`src/rtl/flash_cmd_pkg.sv`:
```
package flash_cmd_pkg;

    typedef enum logic [2:0] {
        ST_READY,
        ST_ERASE_SETUP,
        ST_WRITE_SETUP,
        ST_ERASE_BUSY,
        ST_WRITE_BUSY,
        ST_ERASE_SUSP,
        ST_WRITE_SUSP
    } fsm_state_t;

    typedef enum logic [1:0] {
        RM_ARRAY,
        RM_IDENT,
        RM_STATUS
    } read_mode_t;

    typedef struct packed {
        logic ready;
        logic suspended;
        logic erase_err;
        logic write_err;
    } status_t;

    localparam logic [7:0] OP_MODE_ARRAY  = 8'hFF;
    localparam logic [7:0] OP_MODE_IDENT  = 8'h90;
    localparam logic [7:0] OP_MODE_STATUS = 8'h70;
    localparam logic [7:0] OP_CLEAR_ERR   = 8'h50;
    localparam logic [7:0] OP_ERASE_SETUP = 8'h20;
    localparam logic [7:0] OP_PROG_SETUP  = 8'h40;
    localparam logic [7:0] OP_PROG_ALT    = 8'h10;
    localparam logic [7:0] OP_CONFIRM     = 8'hD0;
    localparam logic [7:0] OP_SUSPEND     = 8'hB0;

endpackage

```
`src/rtl/bus_write_capture.sv`:
```
module bus_write_capture #(
    parameter int ADDR_W = 5,
    parameter int DATA_W = 16
) (
    input  logic              clk,
    input  logic              rst_n,
    input  logic              rp_n,
    input  logic              ce_n,
    input  logic              we_n,
    input  logic              oe_n,
    input  logic [ADDR_W-1:0] addr,
    input  logic [DATA_W-1:0] din,
    output logic              strobe,
    output logic [ADDR_W-1:0] cap_addr,
    output logic [DATA_W-1:0] cap_data,
    output logic              clash
);
    logic active;
    logic active_q;
    logic poisoned;

    assign active = !ce_n && !we_n && rp_n;
    assign clash  = !ce_n && !we_n && !oe_n && rp_n;

    always_ff @(posedge clk or negedge rst_n) begin
        if (!rst_n) begin
            active_q <= 1'b0;
            poisoned <= 1'b0;
            cap_addr <= '0;
            cap_data <= '0;
        end else begin
            active_q <= active;
            if (active) begin
                cap_addr <= addr;
                cap_data <= din;
                poisoned <= (active_q ? poisoned : 1'b0) | !oe_n;
            end
        end
    end

    // a cycle ends when either enable is first seen high
    assign strobe = active_q && !active && rp_n && !poisoned;


    clash_blocks_commit_chk: assert property (@(posedge clk) disable iff (!rst_n)
        clash |=> !strobe);

endmodule

```
`src/rtl/busy_timer.sv`:
```
module busy_timer #(
    parameter int CNT_W = 6
) (
    input  logic             clk,
    input  logic             rst_n,
    input  logic             clr,
    input  logic             load,
    input  logic [CNT_W-1:0] load_val,
    input  logic             run,
    output logic             done,
    output logic [CNT_W-1:0] count
);
    always_ff @(posedge clk or negedge rst_n) begin
        if (!rst_n) begin
            count <= '0;
        end else if (clr) begin
            count <= '0;
        end else if (load) begin
            count <= load_val;
        end else if (run && count != '0) begin
            count <= count - 1'b1;
        end
    end

    assign done = run && (count == CNT_W'(1));


    timer_load_chk: assert property (@(posedge clk) disable iff (!rst_n)
        (load && !clr) |=> (count == $past(load_val)));

endmodule

```
`src/rtl/cmd_fsm.sv`:
```
module cmd_fsm
    import flash_cmd_pkg::*;
#(
    parameter int ADDR_W       = 5,
    parameter int DATA_W       = 16,
    parameter int BLK_W        = 2,
    parameter int CNT_W        = 6,
    parameter int ERASE_CYCLES = 40,
    parameter int WRITE_CYCLES = 8
) (
    input  logic              clk,
    input  logic              rst_n,
    input  logic              rp_n,
    input  logic              strobe,
    input  logic [ADDR_W-1:0] cap_addr,
    input  logic [DATA_W-1:0] cap_data,
    input  logic              tmr_done,
    output fsm_state_t        state,
    output read_mode_t        rmode,
    output status_t           status,
    output logic              tmr_load,
    output logic [CNT_W-1:0]  tmr_load_val,
    output logic              tmr_run,
    output logic              tmr_clr,
    output logic              commit_erase,
    output logic              commit_write,
    output logic [ADDR_W-1:0] op_addr,
    output logic [DATA_W-1:0] op_data
);
    localparam int BLK_LSB = ADDR_W - BLK_W;

    fsm_state_t state_d;
    read_mode_t rmode_d;
    logic       erase_err, erase_err_d;
    logic       write_err, write_err_d;
    logic       latch_op;
    logic [7:0] opcode;
    logic       same_block;

    assign opcode     = cap_data[7:0];
    assign same_block = (cap_addr[ADDR_W-1:BLK_LSB] == op_addr[ADDR_W-1:BLK_LSB]);

    // next state and transitions
    always_comb begin
        state_d      = state;
        rmode_d      = rmode;
        erase_err_d  = erase_err;
        write_err_d  = write_err;
        latch_op     = 1'b0;
        tmr_load     = 1'b0;
        tmr_load_val = '0;
        unique case (state)
            ST_READY: begin
                if (strobe) begin
                    case (opcode)
                        OP_MODE_ARRAY:  rmode_d = RM_ARRAY;
                        OP_MODE_IDENT:  rmode_d = RM_IDENT;
                        OP_MODE_STATUS: rmode_d = RM_STATUS;
                        OP_CLEAR_ERR: begin
                            erase_err_d = 1'b0;
                            write_err_d = 1'b0;
                        end
                        OP_ERASE_SETUP: begin
                            state_d  = ST_ERASE_SETUP;
                            rmode_d  = RM_STATUS;
                            latch_op = 1'b1;
                        end
                        OP_PROG_SETUP, OP_PROG_ALT: begin
                            state_d = ST_WRITE_SETUP;
                            rmode_d = RM_STATUS;
                        end
                        default: ;
                    endcase
                end
            end
            ST_ERASE_SETUP: begin
                if (strobe) begin
                    rmode_d = RM_STATUS;
                    if (opcode == OP_CONFIRM && same_block) begin
                        state_d      = ST_ERASE_BUSY;
                        tmr_load     = 1'b1;
                        tmr_load_val = CNT_W'(ERASE_CYCLES);
                    end else begin
                        state_d     = ST_READY;
                        erase_err_d = 1'b1;
                        write_err_d = 1'b1;
                    end
                end
            end
            ST_WRITE_SETUP: begin
                if (strobe) begin
                    state_d      = ST_WRITE_BUSY;
                    latch_op     = 1'b1;
                    tmr_load     = 1'b1;
                    tmr_load_val = CNT_W'(WRITE_CYCLES);
                end
            end
            ST_ERASE_BUSY, ST_WRITE_BUSY: begin
                if (tmr_done) begin
                    state_d = ST_READY;
                end else if (strobe) begin
                    if (opcode == OP_SUSPEND) begin
                        state_d = (state == ST_ERASE_BUSY) ? ST_ERASE_SUSP : ST_WRITE_SUSP;
                        rmode_d = RM_STATUS;
                    end else if (opcode == OP_MODE_STATUS) begin
                        rmode_d = RM_STATUS;
                    end
                end
            end
            ST_ERASE_SUSP, ST_WRITE_SUSP: begin
                if (strobe) begin
                    case (opcode)
                        OP_CONFIRM: begin
                            state_d = (state == ST_ERASE_SUSP) ? ST_ERASE_BUSY : ST_WRITE_BUSY;
                            rmode_d = RM_STATUS;
                        end
                        OP_MODE_ARRAY:  rmode_d = RM_ARRAY;
                        OP_MODE_IDENT:  rmode_d = RM_IDENT;
                        OP_MODE_STATUS: rmode_d = RM_STATUS;
                        default: ;
                    endcase
                end
            end
            default: state_d = ST_READY;
        endcase
    end

    // state register
    always_ff @(posedge clk or negedge rst_n) begin
        if (!rst_n) begin
            state     <= ST_READY;
            rmode     <= RM_ARRAY;
            erase_err <= 1'b0;
            write_err <= 1'b0;
            op_addr   <= '0;
            op_data   <= '0;
        end else if (!rp_n) begin
            state     <= ST_READY;
            rmode     <= RM_ARRAY;
            erase_err <= 1'b0;
            write_err <= 1'b0;
        end else begin
            state     <= state_d;
            rmode     <= rmode_d;
            erase_err <= erase_err_d;
            write_err <= write_err_d;
            if (latch_op) begin
                op_addr <= cap_addr;
                op_data <= cap_data;
            end
        end
    end

    // outputs
    always_comb begin
        tmr_run          = (state == ST_ERASE_BUSY) || (state == ST_WRITE_BUSY);
        tmr_clr          = !rp_n;
        commit_erase     = rp_n && (state == ST_ERASE_BUSY) && tmr_done;
        commit_write     = rp_n && (state == ST_WRITE_BUSY) && tmr_done;
        status.ready     = !tmr_run;
        status.suspended = (state == ST_ERASE_SUSP) || (state == ST_WRITE_SUSP);
        status.erase_err = erase_err;
        status.write_err = write_err;
    end


    pin_reset_chk: assert property (@(posedge clk) disable iff (!rst_n)
        !rp_n |=> (state == ST_READY && rmode == RM_ARRAY && !erase_err && !write_err));


    erase_seq_err_chk: assert property (@(posedge clk) disable iff (!rst_n)
        (rp_n && state == ST_ERASE_SETUP && strobe && opcode != OP_CONFIRM)
        |=> (erase_err && write_err && state == ST_READY && rmode == RM_STATUS));


    write_start_chk: assert property (@(posedge clk) disable iff (!rst_n)
        (rp_n && state == ST_WRITE_SETUP && strobe) |=> (state == ST_WRITE_BUSY));

endmodule

```
`src/rtl/flash_cmd_if.sv`:
```
module flash_cmd_if
    import flash_cmd_pkg::*;
#(
    parameter int              ADDR_W       = 5,
    parameter int              DATA_W       = 16,
    parameter int              BLK_W        = 2,
    parameter int              ERASE_CYCLES = 40,
    parameter int              WRITE_CYCLES = 8,
    parameter logic [DATA_W-1:0] MFR_CODE   = 16'h005A,
    parameter logic [DATA_W-1:0] DEV_CODE   = 16'h00C3
) (
    input  logic              clk,
    input  logic              rst_n,
    input  logic              rp_n,
    input  logic              ce_n,
    input  logic              oe_n,
    input  logic              we_n,
    input  logic [ADDR_W-1:0] addr,
    input  logic [DATA_W-1:0] din,
    output logic [DATA_W-1:0] dout,
    output logic              dout_en,
    output logic              oe_we_clash
);
    localparam int WORDS   = 1 << ADDR_W;
    localparam int BLK_LSB = ADDR_W - BLK_W;
    localparam int MAX_CYC = (ERASE_CYCLES > WRITE_CYCLES) ? ERASE_CYCLES : WRITE_CYCLES;
    localparam int CNT_W   = $clog2(MAX_CYC + 1);

    logic              strobe;
    logic [ADDR_W-1:0] cap_addr;
    logic [DATA_W-1:0] cap_data;
    fsm_state_t        state;
    read_mode_t        rmode;
    status_t           status;
    logic              tmr_load, tmr_run, tmr_clr, tmr_done;
    logic [CNT_W-1:0]  tmr_load_val, tmr_count;
    logic              commit_erase, commit_write;
    logic [ADDR_W-1:0] op_addr;
    logic [DATA_W-1:0] op_data;
    logic [DATA_W-1:0] mem [WORDS];
    logic [DATA_W-1:0] rd_word;
    logic [DATA_W-1:0] status_word;

    bus_write_capture #(.ADDR_W(ADDR_W), .DATA_W(DATA_W)) u_capture (
        .clk(clk), .rst_n(rst_n), .rp_n(rp_n), .ce_n(ce_n), .we_n(we_n), .oe_n(oe_n),
        .addr(addr), .din(din), .strobe(strobe), .cap_addr(cap_addr),
        .cap_data(cap_data), .clash(oe_we_clash)
    );

    cmd_fsm #(
        .ADDR_W(ADDR_W), .DATA_W(DATA_W), .BLK_W(BLK_W), .CNT_W(CNT_W),
        .ERASE_CYCLES(ERASE_CYCLES), .WRITE_CYCLES(WRITE_CYCLES)
    ) u_fsm (
        .clk(clk), .rst_n(rst_n), .rp_n(rp_n), .strobe(strobe),
        .cap_addr(cap_addr), .cap_data(cap_data), .tmr_done(tmr_done),
        .state(state), .rmode(rmode), .status(status),
        .tmr_load(tmr_load), .tmr_load_val(tmr_load_val), .tmr_run(tmr_run),
        .tmr_clr(tmr_clr), .commit_erase(commit_erase), .commit_write(commit_write),
        .op_addr(op_addr), .op_data(op_data)
    );

    busy_timer #(.CNT_W(CNT_W)) u_timer (
        .clk(clk), .rst_n(rst_n), .clr(tmr_clr), .load(tmr_load),
        .load_val(tmr_load_val), .run(tmr_run), .done(tmr_done), .count(tmr_count)
    );

    // storage: erased at power-on, updated on completion
    always_ff @(posedge clk or negedge rst_n) begin
        if (!rst_n) begin
            for (int i = 0; i < WORDS; i++) mem[i] <= '1;
        end else begin
            for (int i = 0; i < WORDS; i++) begin
                if (commit_erase &&
                    ADDR_W'(i) >> BLK_LSB == op_addr >> BLK_LSB) begin
                    mem[i] <= '1;
                end else if (commit_write && op_addr == ADDR_W'(i)) begin
                    mem[i] <= op_data;
                end
            end
        end
    end

    always_comb begin
        status_word    = '0;
        status_word[7] = status.ready;
        status_word[6] = status.suspended;
        status_word[5] = status.erase_err;
        status_word[4] = status.write_err;
    end

    always_comb begin
        unique case (rmode)
            RM_ARRAY:  rd_word = mem[addr];
            RM_IDENT:  rd_word = addr[0] ? DEV_CODE : MFR_CODE;
            RM_STATUS: rd_word = status_word;
            default:   rd_word = '0;
        endcase
    end

    assign dout_en = rp_n && !ce_n && !oe_n && we_n;
    assign dout    = dout_en ? rd_word : '0;


    clash_no_drive_chk: assert property (@(posedge clk) disable iff (!rst_n)
        oe_we_clash |-> !dout_en);


    suspend_freeze_chk: assert property (@(posedge clk) disable iff (!rst_n)
        (rp_n && (state == ST_ERASE_SUSP || state == ST_WRITE_SUSP)) |=> $stable(tmr_count));


    erase_busy_flag_chk: assert property (@(posedge clk) disable iff (!rst_n)
        (tmr_count != '0 && state == ST_ERASE_BUSY) |-> !status.ready);

endmodule

```
`config.mk`:
```
export PLATFORM = sky130hd
export DESIGN_NAME = flash_cmd_if
export DESIGN_NICKNAME = d
export VERILOG_FILES = /design/src/rtl/flash_cmd_pkg.sv /design/src/rtl/bus_write_capture.sv /design/src/rtl/busy_timer.sv /design/src/rtl/cmd_fsm.sv /design/src/rtl/flash_cmd_if.sv
export SDC_FILE = /design/constraint.sdc
export NUM_CORES = 1
export LEC_CHECK = 0
export BUFFER_PORTS_ARGS = -buffer_cell sky130_fd_sc_hd__buf_2
export CAP_MARGIN = 20
export CORE_MARGIN = 2
export CORE_UTILIZATION = 35
export DETAILED_ROUTE_END_ITERATION = 16
export GPL_TIMING_DRIVEN = 1
export SLEW_MARGIN = 5
export SYNTH_ARGS = -nofsm -noshare
export SYNTH_HDL_FRONTEND = slang
export SYNTH_SLANG_ARGS = --single-unit
```
`constraint.sdc`:
```
create_clock -name clk -period 3.2 [get_ports clk]
set_input_delay 0.64 -clock clk [delete_from_list [all_inputs] [get_ports clk]]
set_output_delay 0.64 -clock clk [all_outputs]
set_load 0.01 [all_outputs]
```
======== After elaboration in Yosys (flattened, before gate mapping) ========
Index checks and enable logic that the tools add are counted.
word-level totals
  output and inout bits ................... 18
  input port bits ......................... 27
  bits in registers ....................... 568
  word-level logic and storage cells ...... 340
cells by class
  reduce and logical (&&, ||, !) cells .... 107
  bitwise operators ....................... 2
  multiplexer cells ....................... 116
  magnitude comparators ................... 1
  equality and inequality tests ........... 71
  add/sub/neg operators ................... 1
operators by type and width
  cell                                                                     number
  16-bit two-way mux                                                       67
  16-bit binary-select mux with 5-bit select                               1
  5-bit == test, second input constant                                     16
  2-bit nonzero test                                                       32
  1-bit logical AND                                                        53
  16-bit one-hot mux with 3 select lines                                   1
  5-bit by 4-bit == test with 1-bit output, second input constant          8
  8-bit == test, second input constant                                     4
  3-bit two-way mux                                                        10
  6-bit two-way mux                                                        5
  8-bit by 7-bit == test with 1-bit output, second input constant          3
  3-bit inequality test, second input constant                             8
  5-bit by 3-bit == test with 1-bit output, second input constant          4
  2-bit two-way mux                                                        10
  3-bit one-hot mux with 5 select lines                                    1
  2-bit one-hot mux with 3 select lines                                    2
  6-bit one-hot mux with 2 select lines                                    1
  1-bit two-way mux                                                        11
  5-bit by 2-bit == test with 1-bit output, second input constant          2
  5-bit zero test                                                          2
  5-bit by 3-bit inequality test with 1-bit output, second input constant  2
  3-bit == test, second input constant                                     3
  9-bit AND reduction                                                      1
  8-bit by 5-bit == test with 1-bit output, second input constant          1
  35 further kinds                                                         50

======== Depth between registers and ports, before layout ========
Gate-level depths: netlist (run 1).
  word-level depth ........................ 11
  depth in mapped cells ................... 10

======== Hierarchy ========
A second synthesis (run 1) with hierarchy kept.
second synthesis, totals
  cells, all modules ...................... 2,933
  area, all modules ....................... 28,431.0 um^2
modules (own cells, without submodules)
  module             times used  cells an instance  area each (um^2)
  flash_cmd_if       1           2,678              25,463.2
  cmd_fsm            1           154                1,642.8
  bus_write_capture  1           53                 893.4
  busy_timer         1           48                 431.7

======== Worst setup path after synthesis (run 1) ========
No wires, ideal clock.
  path type ............................... input to output
  from .................................... input port addr[0]
  to ...................................... output port dout[3]
  setup slack ............................. 0.109 ns
  stages on the path ...................... 6
  arrival ................................. 2.451 ns
  cells stage by stage .................... buf_2 > buf_2 > mux4_2 > mux4_2 > mux2i_1 > o2bb2ai_1
on the way
  cells in the longest elaborated chain, start to end .. 6
  elaborated cells between the ends (all ways) .. 7
RTL lines
  element                                                 line                 RTL
  start: declaration                                      flash_cmd_if.sv:18   input logic [ADDR_W-1:0] addr,
  5-bit inverter with 6-bit output (implied by the code)  flash_cmd_if.sv:93   RM_ARRAY: rd_word = mem[addr];
  16-bit binary-select mux with 5-bit select              flash_cmd_if.sv:93
  16-bit two-way mux (implied by the code) (2 in a row)   flash_cmd_if.sv:93
  16-bit one-hot mux with 3 select lines (*)              flash_cmd_if.sv:92   unique case (rmode)
  16-bit two-way mux (*)                                  flash_cmd_if.sv:101  assign dout = dout_en ? rd_word : '0;
  end: declaration                                        flash_cmd_if.sv:20   output logic [DATA_W-1:0] dout,
Mark *: on every way between the ends. The rest lies on a longest branch, timed or not. The select of a mux whose other input is x is not followed.

======== Worst setup path in the final report (run 1) ========
  from .................................... input port addr[0]
  to ...................................... output port dout[1]
on the way
  cells in the longest elaborated chain, start to end .. 6
RTL lines
  element                                                 line
  5-bit inverter with 6-bit output (implied by the code)  flash_cmd_if.sv:93
  16-bit binary-select mux with 5-bit select              flash_cmd_if.sv:93
  16-bit two-way mux (implied by the code) (2 in a row)   flash_cmd_if.sv:93
  16-bit one-hot mux with 3 select lines                  flash_cmd_if.sv:92
  16-bit two-way mux                                      flash_cmd_if.sv:101
No other way between the ends. The select of a mux whose other input is x is not followed.

==> results.py, run 1 <==
metrics = {
    "setup_path": {
        "start_kind": "primary input",
        "crit_required_ns": 2.56,
        "path_max_fanout": 8,
        "startpoint": "addr[0]",
        "r2r-start": "u_fsm.state[0]$_DFFE_PN0P_",
        "end_kind": "output pin",
        "crit_arrival_ns": 2.69,
        "worst-setup-path-type": "in -> out",
    },
    "final_layout": {
        "final_cells": 3726,
        "antenna_cells": 0,
        "final_nets": 2672,
        "drive_gt1_frac": 0.414,
        "final_core_util": 0.413,
        "final_area_mm2": 0.0321,
        "fill_cells": 7237,
        "area_growth_syn_to_layout_pct": 16.5,
    },
    "worst_hold_path": {
        "hp-class": "in -> reg",
        "min_from": "din[0]",
    },
    "routing": {
        "drt_iter0_markers": 1718,
        "vias": 20500,
        "routed_wl_um": 84300,
        "detail_route.wl_per_cell_um": 22.6,
        "drc": 0,
        "viasPerCell": 5.51,
        "firstDrtPassIters": 5,
        "antenna_left": 0,
    },
    "clocking": {
        "cts.sinks": 568,
        "numCtsBuffers": 57,
        "clockBufferDepth": 3,
        "tritoncts": "done",
        "insertion_delay_ns": 0.63,
        "cts.clk_slew.worst_paths_ns": 0.06,
        "htreeDepth": 2,
        "cts_root_buf": "clkbuf_16",
    },
    "sta": {
        "setup_violations": 16,
        "holdWs_ns": 0.209,
        "fmax_mhz": 300,
        "slew_violations": 0,
        "clock_skew_ns": 0.0176,
        "setup_ws_ns": -0.133,
        "tightest_slew_ns": 1.13,
        "slew_headroom": 0.249,
        "hold_violations": 0,
        "period_needed_ns": 3.33,
        "rsz0062_at_grt": "yes",
        "setup-tns-final_ns": -0.900,
        "min_period_over_period": 1.04,
    },
    "placed_design": {
        "gp_congestion": 0.865,
        "placed_area_mm2": 0.0298,
        "hpwlAfterDp_um": 55100,
        "dp_cells": 3612,
        "io_buffers": 44,
        "dp_slack_ns": -0.231,
    },
    "synth": {
        "ys_ff_latch": 568,
        "seq_area_frac_synth": 0.539,
        "yosys.cell_types.count": 67,
        "synth_top_cells_by_area": "dfstp_2, mux4_2, nand2_1",
        "synth_edf_count": 0,
        "postSynthAreaPerCell_um2": 10.7,
        "synth_top_area_share": 0.488,
        "synth_flop_cell": "dfstp_2",
        "synth_common_cells": "nand2_1, dfstp_2, nand3_1",
        "yosysTopAreaCell": "dfstp_2",
        "syn_nets": 2609,
        "netlist_area_mm2": 0.0276,
        "synth_warnings": 0,
        "synth-async-reset-ratio": 1.00,
        "synthCells": 2580,
        "yosysMostFrequentCell": "nand2_1",
    },
    "flow_run": {
        "max_cap_viol_count": 0,
    },
    "global_route": {
        "grt_pass1_wl_um": 129000,
        "grt_pass1_vias": 20800,
        "grt_usage": 0.207,
        "grt_max_degree": 103,
        "grt_overflow_total": 0,
        "antenna_found_initial": 2,
    },
    "die": {
        "num_rows": 102,
        "start_util": 0.355,
        "core_area_mm2": 0.0777,
        "pin_count": 45,
        "dieWidth_um": 285,
        "die_h_um": 285,
        "dieArea_mm2": 0.0810,
    },
    "status": {
        "run_status": "complete, but fails checks",
        "violations": "negative setup slack",
    },
    "pwr": {
        "power.total_mw": 18.4,
        "leakage_nw": 13.2,
        "power_density_mw_per_mm2": 572,
        "ir_drop_mv": 0.442,
    },
}
-- cell usage in the layout, fill, tap and decap left out, types with 5 or more instances in the layout --
| cell type | instances |
|---|---|
| mux2_1 | 10 |
| clkbuf_16 | 60 |
| nor4_1 | 9 |
| nor2_1 | 170 |
| nand3_1 | 267 |
| clkbuf_8 | 12 |
| nand4_1 | 5 |
| dfstp_2 | 512 |
| o21ai_0 | 110 |
| mux4_2 | 154 |
| clkinv_2 | 9 |
| nand2_1 | 711 |
| buf_4 | 114 |
| xor2_1 | 5 |
| mux2_2 | 57 |
| buf_6 | 7 |
| and2_1 | 6 |
| buf_2 | 39 |
| a21oi_1 | 106 |
| bufinv_16 | 5 |
| and3_1 | 6 |
| buf_12 | 34 |
| or2_2 | 32 |
| nor2b_1 | 9 |
| nor3_1 | 9 |
| dfrtp_1 | 56 |
| buf_8 | 5 |
| clkbuf_1 | 11 |
| inv_1 | 11 |
| o21a_1 | 6 |
| mux2_4 | 22 |
| mux2i_1 | 21 |
| a31oi_1 | 6 |
-- critical path: stages --
cell	delay [ns]
clkbuf_16	0.18
buf_12	0.15
mux4_2	0.51
mux4_2	0.53
mux2_4	0.31
o21a_1	0.21
buf_2	0.15
-- registers in the layout, indices dropped and copies added, names as in the netlist, 2 cells and up --
register and flops:
mem 512, u_capture.cap_addr 5, u_capture.cap_data 16, u_fsm.op_addr 5, u_fsm.op_data 16, u_fsm.rmode 2, u_fsm.state 3, u_timer.count 6
-- path summary, 6_finish.rpt --
check,end,slack [ns],cells past startpoint
setup reg to reg,mem[16]$_DFFE_PN1P_,0.48,6
hold / removal,u_capture.cap_data[0]$_DFFE_PN0P_,0.21,3
hold reg to reg,u_capture.cap_addr[2]$_DFFE_PN0P_,0.47,2
setup / recovery,dout[1],-0.13,7
max in group asynchronous,mem[478]$_DFFE_PN1P_,1.61,3
min in group asynchronous,u_fsm.op_data[10]$_DFFE_PN0P_,0.55,2
-- kinds of logic after synthesis --
family          count (synthesis)  share of synthesized area
simple gates                 1258                      0.196
buf+inv                       214                     0.0355
mux                           265                      0.173
fa+ha+maj                       2                   0.000908
xor+xnor                        9                    0.00286
flops                         568                      0.539
compound gates                264                     0.0528
-- power by group --
part           internal, mW  switching [mW]  leakage (nW)  total [mW]
logic                  1.12            1.40          6.22        2.53
registers              8.17           0.719          6.02        8.89
clock network          4.03            2.91         0.955        6.94
total                  13.3            5.03          13.2        18.4
-- per-layer routing --
| metal | track usage | vias to the layer above | routed length [um] |
|---|---|---|---|
| li1 | - | 8997 | - |
| met1 | 0.271 | 10500 | 34000 |
| met2 | 0.346 | 852 | 41100 |
| met3 | 0.0294 | 167 | 5860 |
| met4 | 0.0828 | 0 | 3250 |
| met5 | 0 | - | 0 |
-- area by class of cell --
cell class              count  area (um2)  area share
clock buffers              81        1670      0.0520
flip-flops and latches    568       14900       0.463
inverters                  11        41.3     0.00129
well taps                1040        1300      0.0405
repair buffers            207        2080      0.0647
clock inverters            21         268     0.00834
multi-input cells        1798       11900       0.371
-- what timing repair did --
action | 4_1_cts | 5_1_grt
pin swaps | 7 | 6
setup endpoints to repair | 16 | 16
hold endpoints to repair | 6 | 0
gates cloned | 4 | 0
gates resized for setup | 29 | 5
buffers inserted | 7 | 0
hold buffers | 1 | 0
Power figures use the tool's default switching activity.
==> run 2, diff against run 1 <==
--- a/config.mk
+++ b/config.mk
@@ -8,7 +8,7 @@
 export BUFFER_PORTS_ARGS = -buffer_cell sky130_fd_sc_hd__buf_2
 export CAP_MARGIN = 20
 export CORE_MARGIN = 2
-export CORE_UTILIZATION = 35
+export CORE_UTILIZATION = 45
 export DETAILED_ROUTE_END_ITERATION = 16
 export GPL_TIMING_DRIVEN = 1
 export SLEW_MARGIN = 5
==> run 2 against run 1 <==
  * The run still ends with negative setup slack left
  * Clock skew down 0.00087 ns
  * Combinational power fell by 2%
  * Worst setup slack improved by 0.026 ns
  * Wire length rose by 2.4%
  * Sequential share of layout area increased by 0.17 points
  * Register-to-register slack lost 0.06 ns
  * Final cell count decreased by 6.8%
  * First-iteration DRC count increased by 12%
  * Flip-flop and latch count is the same
  * Via count increased by 0.95%
  * Largest cell class unchanged
==> results.py, run 2 (synthesized netlist as in run 1, its figures left out) <==
metrics = {
    "setup_path": {
        "end_kind": "output pin",
        "path_cells": "clkbuf_16, buf_12, buf_12, buf_16, mux4_2, nand3b_1, buf_6, nand3_2, a221oi_4, buf_2",
        "crit_arrival_ns": 2.67,
        "cp_common_cell": "buf_12",
        "critPathMaxStageDelay_ns": 0.55,
        "crit_required_ns": 2.56,
        "cp_slowest_cell": "mux4_2",
        "start_kind": "primary input",
        "worst-setup-path-type": "in -> out",
        "path_max_fanout": 7,
    },
    "sta": {
        "setup_ws_ns": -0.107,
        "rsz0062_at_grt": "yes",
        "setup-tns-final_ns": -0.835,
        "period_needed_ns": 3.31,
        "clock_skew_ns": 0.0167,
        "slew_headroom": 0.174,
        "slew_violations": 0,
        "setup_violations": 16,
        "tightest_slew_ns": 1.24,
        "fmax_mhz": 302,
        "min_period_over_period": 1.03,
        "hold_violations": 0,
    },
    "flow_run": {
        "max_cap_viol_count": 0,
    },
    "routing": {
        "antenna_left": 0,
        "vias": 20700,
        "drc": 0,
        "drt_iter0_markers": 1931,
        "viasPerCell": 5.97,
        "detail_route.wl_per_cell_um": 24.9,
        "firstDrtPassIters": 7,
        "routed_wl_um": 86300,
    },
    "placed_design": {
        "io_buffers": 44,
        "hpwlAfterDp_um": 55400,
        "gp_congestion": 0.888,
    },
    "die": {
        "dieWidth_um": 251,
        "die_h_um": 251,
        "start_util": 0.456,
        "core_area_mm2": 0.0605,
        "num_rows": 90,
        "pin_count": 45,
        "dieArea_mm2": 0.0632,
    },
    "global_route": {
        "grt_pass1_vias": 21100,
        "grt_busiest_layer": "met2",
        "antenna_found_initial": 0,
        "grt_use_met2": 0.435,
        "grt_pass1_wl_um": 133000,
        "grt_overflow_total": 0,
        "grt_util_met1": 0.380,
        "grt_max_degree": 121,
        "grt_usage": 0.278,
        "met3_usage": 0.0553,
    },
    "clocking": {
        "tritoncts": "done",
        "ctsHoldBuffers": 0,
        "clockBufferDepth": 3,
        "cts.clk_slew.worst_paths_ns": 0.05,
        "cts.sinks": 568,
        "numCtsBuffers": 61,
        "cts_root_buf": "clkbuf_16",
        "insertion_delay_ns": 0.64,
        "htreeDepth": 2,
    },
    "final_layout": {
        "drive_gt1_frac": 0.420,
        "area_growth_syn_to_layout_pct": 16.1,
        "largestRegisters": "mem (512), u_capture.cap_data (16), u_fsm.op_data (16)",
        "final_nets": 2670,
        "final_common_cell": "nand2_1",
        "fill_cells": 5167,
        "antenna_cells": 0,
        "largest-register": "mem",
        "layout_common_cells": "nand2_1, dfstp_2, nand3_1",
        "largest_register_ffs": 512,
    },
    "pwr": {
        "comb_power_share": 0.131,
        "seq_power_share": 0.472,
        "power_density_mw_per_mm2": 594,
        "leakage_nw": 13.3,
        "p_int_mw": 13.8,
        "ir_drop_mv": 0.417,
        "power.total_mw": 19.0,
        "power_switching_share": 0.272,
        "power.switching_mw": 5.17,
        "power_frac_clock": 0.397,
    },
    "status": {
        "violations": "negative setup slack",
        "run_status": "complete, but fails checks",
    },
    "worst_hold_path": {
        "hp-class": "in -> async",
    },
}
## run 2: changes by cell type in the layout (fill, tap and decap cells not counted), sizes merged
cell | previous run | this run
dlygate4sd3 | 1 | 0
inv | 14 | 11
buf | 203 | 196
bufinv | 5 | 7
clkinv | 11 | 17
clkbuf | 83 | 93
clkinvlp | 2 | 1
## run 2: repair_timing
item,CTS,global route
pin swaps,8,10
setup buffers,7,2
cloned,4,2
gates resized for setup,28,21
hold endpoints to repair,0,0
setup endpoints to repair,16,16
## run 2: power groups by stage
stage / combinational (mW) / clock (mW) / sequential, mW
after floorplan: 1.91 / 0 / 8.51
after global placement: 2.31 / 0 / 9.04
final: 2.49 / 7.53 / 8.97
after CTS: 2.46 / 7.67 / 8.95
after global routing: 2.76 / 7.97 / 9.04
after detailed placement: 2.41 / 0 / 9.02
## run 2: final timing paths
check	depth (start not counted)	slack, ns	endpoint	from
setup / recovery	10	-0.11	dout[7]	addr[0]
hold / removal	1	0.13	mem[480]$_DFFE_PN1P_	rst_n
setup reg to reg	7	0.42	mem[186]$_DFFE_PN1P_	u_fsm.state[2]$_DFFE_PN0P_
hold reg to reg	2	0.47	u_capture.cap_data[9]$_DFFE_PN0P_	u_capture.cap_data[9]$_DFFE_PN0P_
max in group asynchronous	2	2.39	mem[379]$_DFFE_PN1P_	rst_n
min in group clk	3	0.19	u_capture.cap_data[14]$_DFFE_PN0P_	din[14]
## run 2: through the flow
step                instance area [um2]  hold WS, ns   util  setup WS [ns]  std cells
finish                            32000        0.135  0.529         -0.107       3474
CTS                               31800        0.128  0.526         -0.104       3471
detailed placement                29300        0.460  0.485         -0.260       3347
global route                      32000        0.144  0.529         -0.151       3474
global placement                  29300        0.457  0.485         -0.265       3347
floorplan                         27600        0.344      -          0.109       2580
## run 2: area by class of cell
cell class / instances / area, um2 / area share
sequential: 568 / 14900 / 0.464
clock inverter: 25 / 322 / 0.0101
tap: 782 / 978 / 0.0306
timing repair buffer: 201 / 2000 / 0.0625
inverter: 11 / 41.3 / 0.00129
multi-input combinational: 1798 / 11900 / 0.374
clock buffer: 89 / 1840 / 0.0576
## run 2: layer usage
| metal | routed length, um | up-vias |
|---|---|---|
| met5 | 0 | - |
| met4 | 3820 | 0 |
| met3 | 6970 | 215 |
| met2 | 40200 | 905 |
| met1 | 35400 | 10600 |
| li1 | - | 8978 |
## run 2: worst max-delay path: cells and delay by family
kind                   cells  cell delay [ns]
and+or+nand+nor            2             0.23
muxes                      1             0.55
AOI/OAI and AO/OA          1             0.33
buffers and inverters      6             0.88
==> run 3, diff against run 2 <==
--- a/config.mk
+++ b/config.mk
@@ -11,6 +11,7 @@
 export CORE_UTILIZATION = 45
 export DETAILED_ROUTE_END_ITERATION = 16
 export GPL_TIMING_DRIVEN = 1
+export RECOVER_POWER = 50
 export SLEW_MARGIN = 5
 export SYNTH_ARGS = -nofsm -noshare
 export SYNTH_HDL_FRONTEND = slang
==> run 3 against run 2 <==
  * The run ends with max-capacitance violations, max-slew violations, negative setup slack left
  * Core utilization down 0.11 points
  * Sequential power is essentially flat
  * Final cell count unchanged
  * First-iteration DRC count down 2.7%
==> results.py, run 3 (synthesized netlist as in run 1, its figures left out) <==
metrics = {
    "sta": {
        "tightest_slew_ns": 1.72,
        "slew_headroom": -0.145,
        "clock_skew_ns": 0.0169,
        "period_needed_ns": 3.32,
        "holdWs_ns": 0.192,
        "slew_violations": 334,
        "rsz0062_at_grt": "yes",
        "setup_violations": 16,
        "min_period_over_period": 1.04,
        "setup_ws_ns": -0.116,
        "hold_violations": 0,
        "fmax_mhz": 302,
    },
    "final_layout": {
        "final_cells": 3474,
        "antenna_cells": 0,
        "area_growth_syn_to_layout_pct": 15.8,
        "largestRegisters": "mem (512), u_capture.cap_data (16), u_fsm.op_data (16)",
        "final_area_mm2": 0.0319,
        "final_common_cell": "nand2_1",
        "drive_gt1_frac": 0.419,
        "final_core_util": 0.528,
        "largest_register_ffs": 512,
        "largest-register": "mem",
        "final_nets": 2670,
        "layout_common_cells": "nand2_1, dfstp_2, nand3_1",
    },
    "clocking": {
        "tritoncts": "done",
        "cts_root_buf": "clkbuf_16",
        "clockBufferDepth": 3,
        "htreeDepth": 2,
        "numCtsBuffers": 61,
        "cts.clk_slew.worst_paths_ns": 0.06,
        "ctsHoldBuffers": 0,
        "insertion_delay_ns": 0.64,
        "cts.sinks": 568,
    },
    "placed_design": {
        "io_buffers": 44,
        "hpwlAfterDp_um": 55400,
        "dp_cells": 3347,
        "gp_congestion": 0.888,
        "placed_area_mm2": 0.0293,
    },
    "setup_path": {
        "end_kind": "output pin",
        "start_kind": "primary input",
        "path_max_fanout": 7,
        "startpoint": "addr[0]",
        "crit_arrival_ns": 2.68,
        "worst-setup-path-type": "in -> out",
        "r2r-start": "u_fsm.state[2]$_DFFE_PN0P_",
        "crit_required_ns": 2.56,
    },
    "pwr": {
        "ir_drop_mv": 0.417,
        "leakage_nw": 13.3,
        "power_density_mw_per_mm2": 595,
    },
    "die": {
        "num_rows": 90,
        "dieArea_mm2": 0.0632,
        "start_util": 0.456,
        "dieWidth_um": 251,
        "core_area_mm2": 0.0605,
        "pin_count": 45,
        "die_h_um": 251,
    },
    "routing": {
        "detail_route.wl_per_cell_um": 24.8,
        "firstDrtPassIters": 6,
        "vias": 20700,
        "viasPerCell": 5.95,
        "drt_iter0_markers": 1878,
        "routed_wl_um": 86200,
        "antenna_left": 0,
        "drc": 0,
    },
    "flow_run": {
        "max_cap_viol_count": 3,
    },
    "global_route": {
        "grt_overflow_total": 0,
        "grt_pass1_vias": 21100,
        "grt_pass1_wl_um": 133000,
        "grt_usage": 0.278,
        "antenna_found_initial": 0,
        "grt_max_degree": 121,
    },
    "status": {
        "violations": "max-capacitance violations, max-slew violations, negative setup slack",
        "run_status": "complete, but fails checks",
    },
    "worst_hold_path": {
        "min_from": "din[14]",
        "hp-class": "in -> reg",
    },
}
run 3: power by group:
| group | internal, mW | switching, mW |
|---|---|---|
| Sequential | 8.17 | 0.802 |
| Clock | 4.54 | 3.01 |
| Combinational | 1.11 | 1.37 |
| Total | 13.8 | 5.19 |
run 3: path summary, 6_finish.rpt:
| check | endpoint | slack [ns] | cells past startpoint |
|---|---|---|---|
| min | u_capture.cap_data[14]$_DFFE_PN0P_ | 0.19 | 3 |
| min reg2reg | u_capture.cap_data[9]$_DFFE_PN0P_ | 0.47 | 2 |
| min in group asynchronous | mem[421]$_DFFE_PN1P_ | 1.08 | 1 |
| max reg2reg | mem[186]$_DFFE_PN1P_ | 0.43 | 7 |
| max | dout[14] | -0.12 | 9 |
| max in group asynchronous | mem[379]$_DFFE_PN1P_ | 0.52 | 2 |
run 3: final cells by class:
type,count,area (um2)
clock buffer,89,1840
tap,782,978
clock inverter,25,322
fill,5172,28600
sequential,568,14900
inverter,11,41.3
multi-input combinational,1798,11900
timing repair buffer,201,1930
run 3: layer usage:
| metal | GRT usage | part of all wire |
|---|---|---|
| met5 | 0 | 0 |
| met4 | 0.117 | 0.041 |
| met1 | 0.380 | 0.41 |
| met3 | 0.0553 | 0.081 |
| met2 | 0.435 | 0.47 |
run 3: critical path: stages:
cell and delay, ns:
clkbuf_16 0.17, buf_12 0.17, buf_12 0.14, buf_12 0.11
mux4_2 0.51, mux4_2 0.52, mux2i_1 0.20, nor2_1 0.06
buf_2 0.14
run 3: metrics by stage:
step / setup slack [ns] / power, mW / TNS [ns]
final: -0.116 / 19.0 / -0.960
after floorplan: 0.109 / 10.4 / 0
after global placement: -0.265 / 11.3 / -3.18
after detailed placement: -0.260 / 11.4 / -3.32
after global routing: -0.151 / 19.8 / -1.58
after CTS: -0.104 / 19.1 / -0.892
run 3: timing repair:
action / CTS / global route
gates cloned: 4 / 2
pin swaps: 8 / 10
buffers inserted: 7 / 2
resized for setup: 28 / 21
setup endpoints to repair: 16 / 16
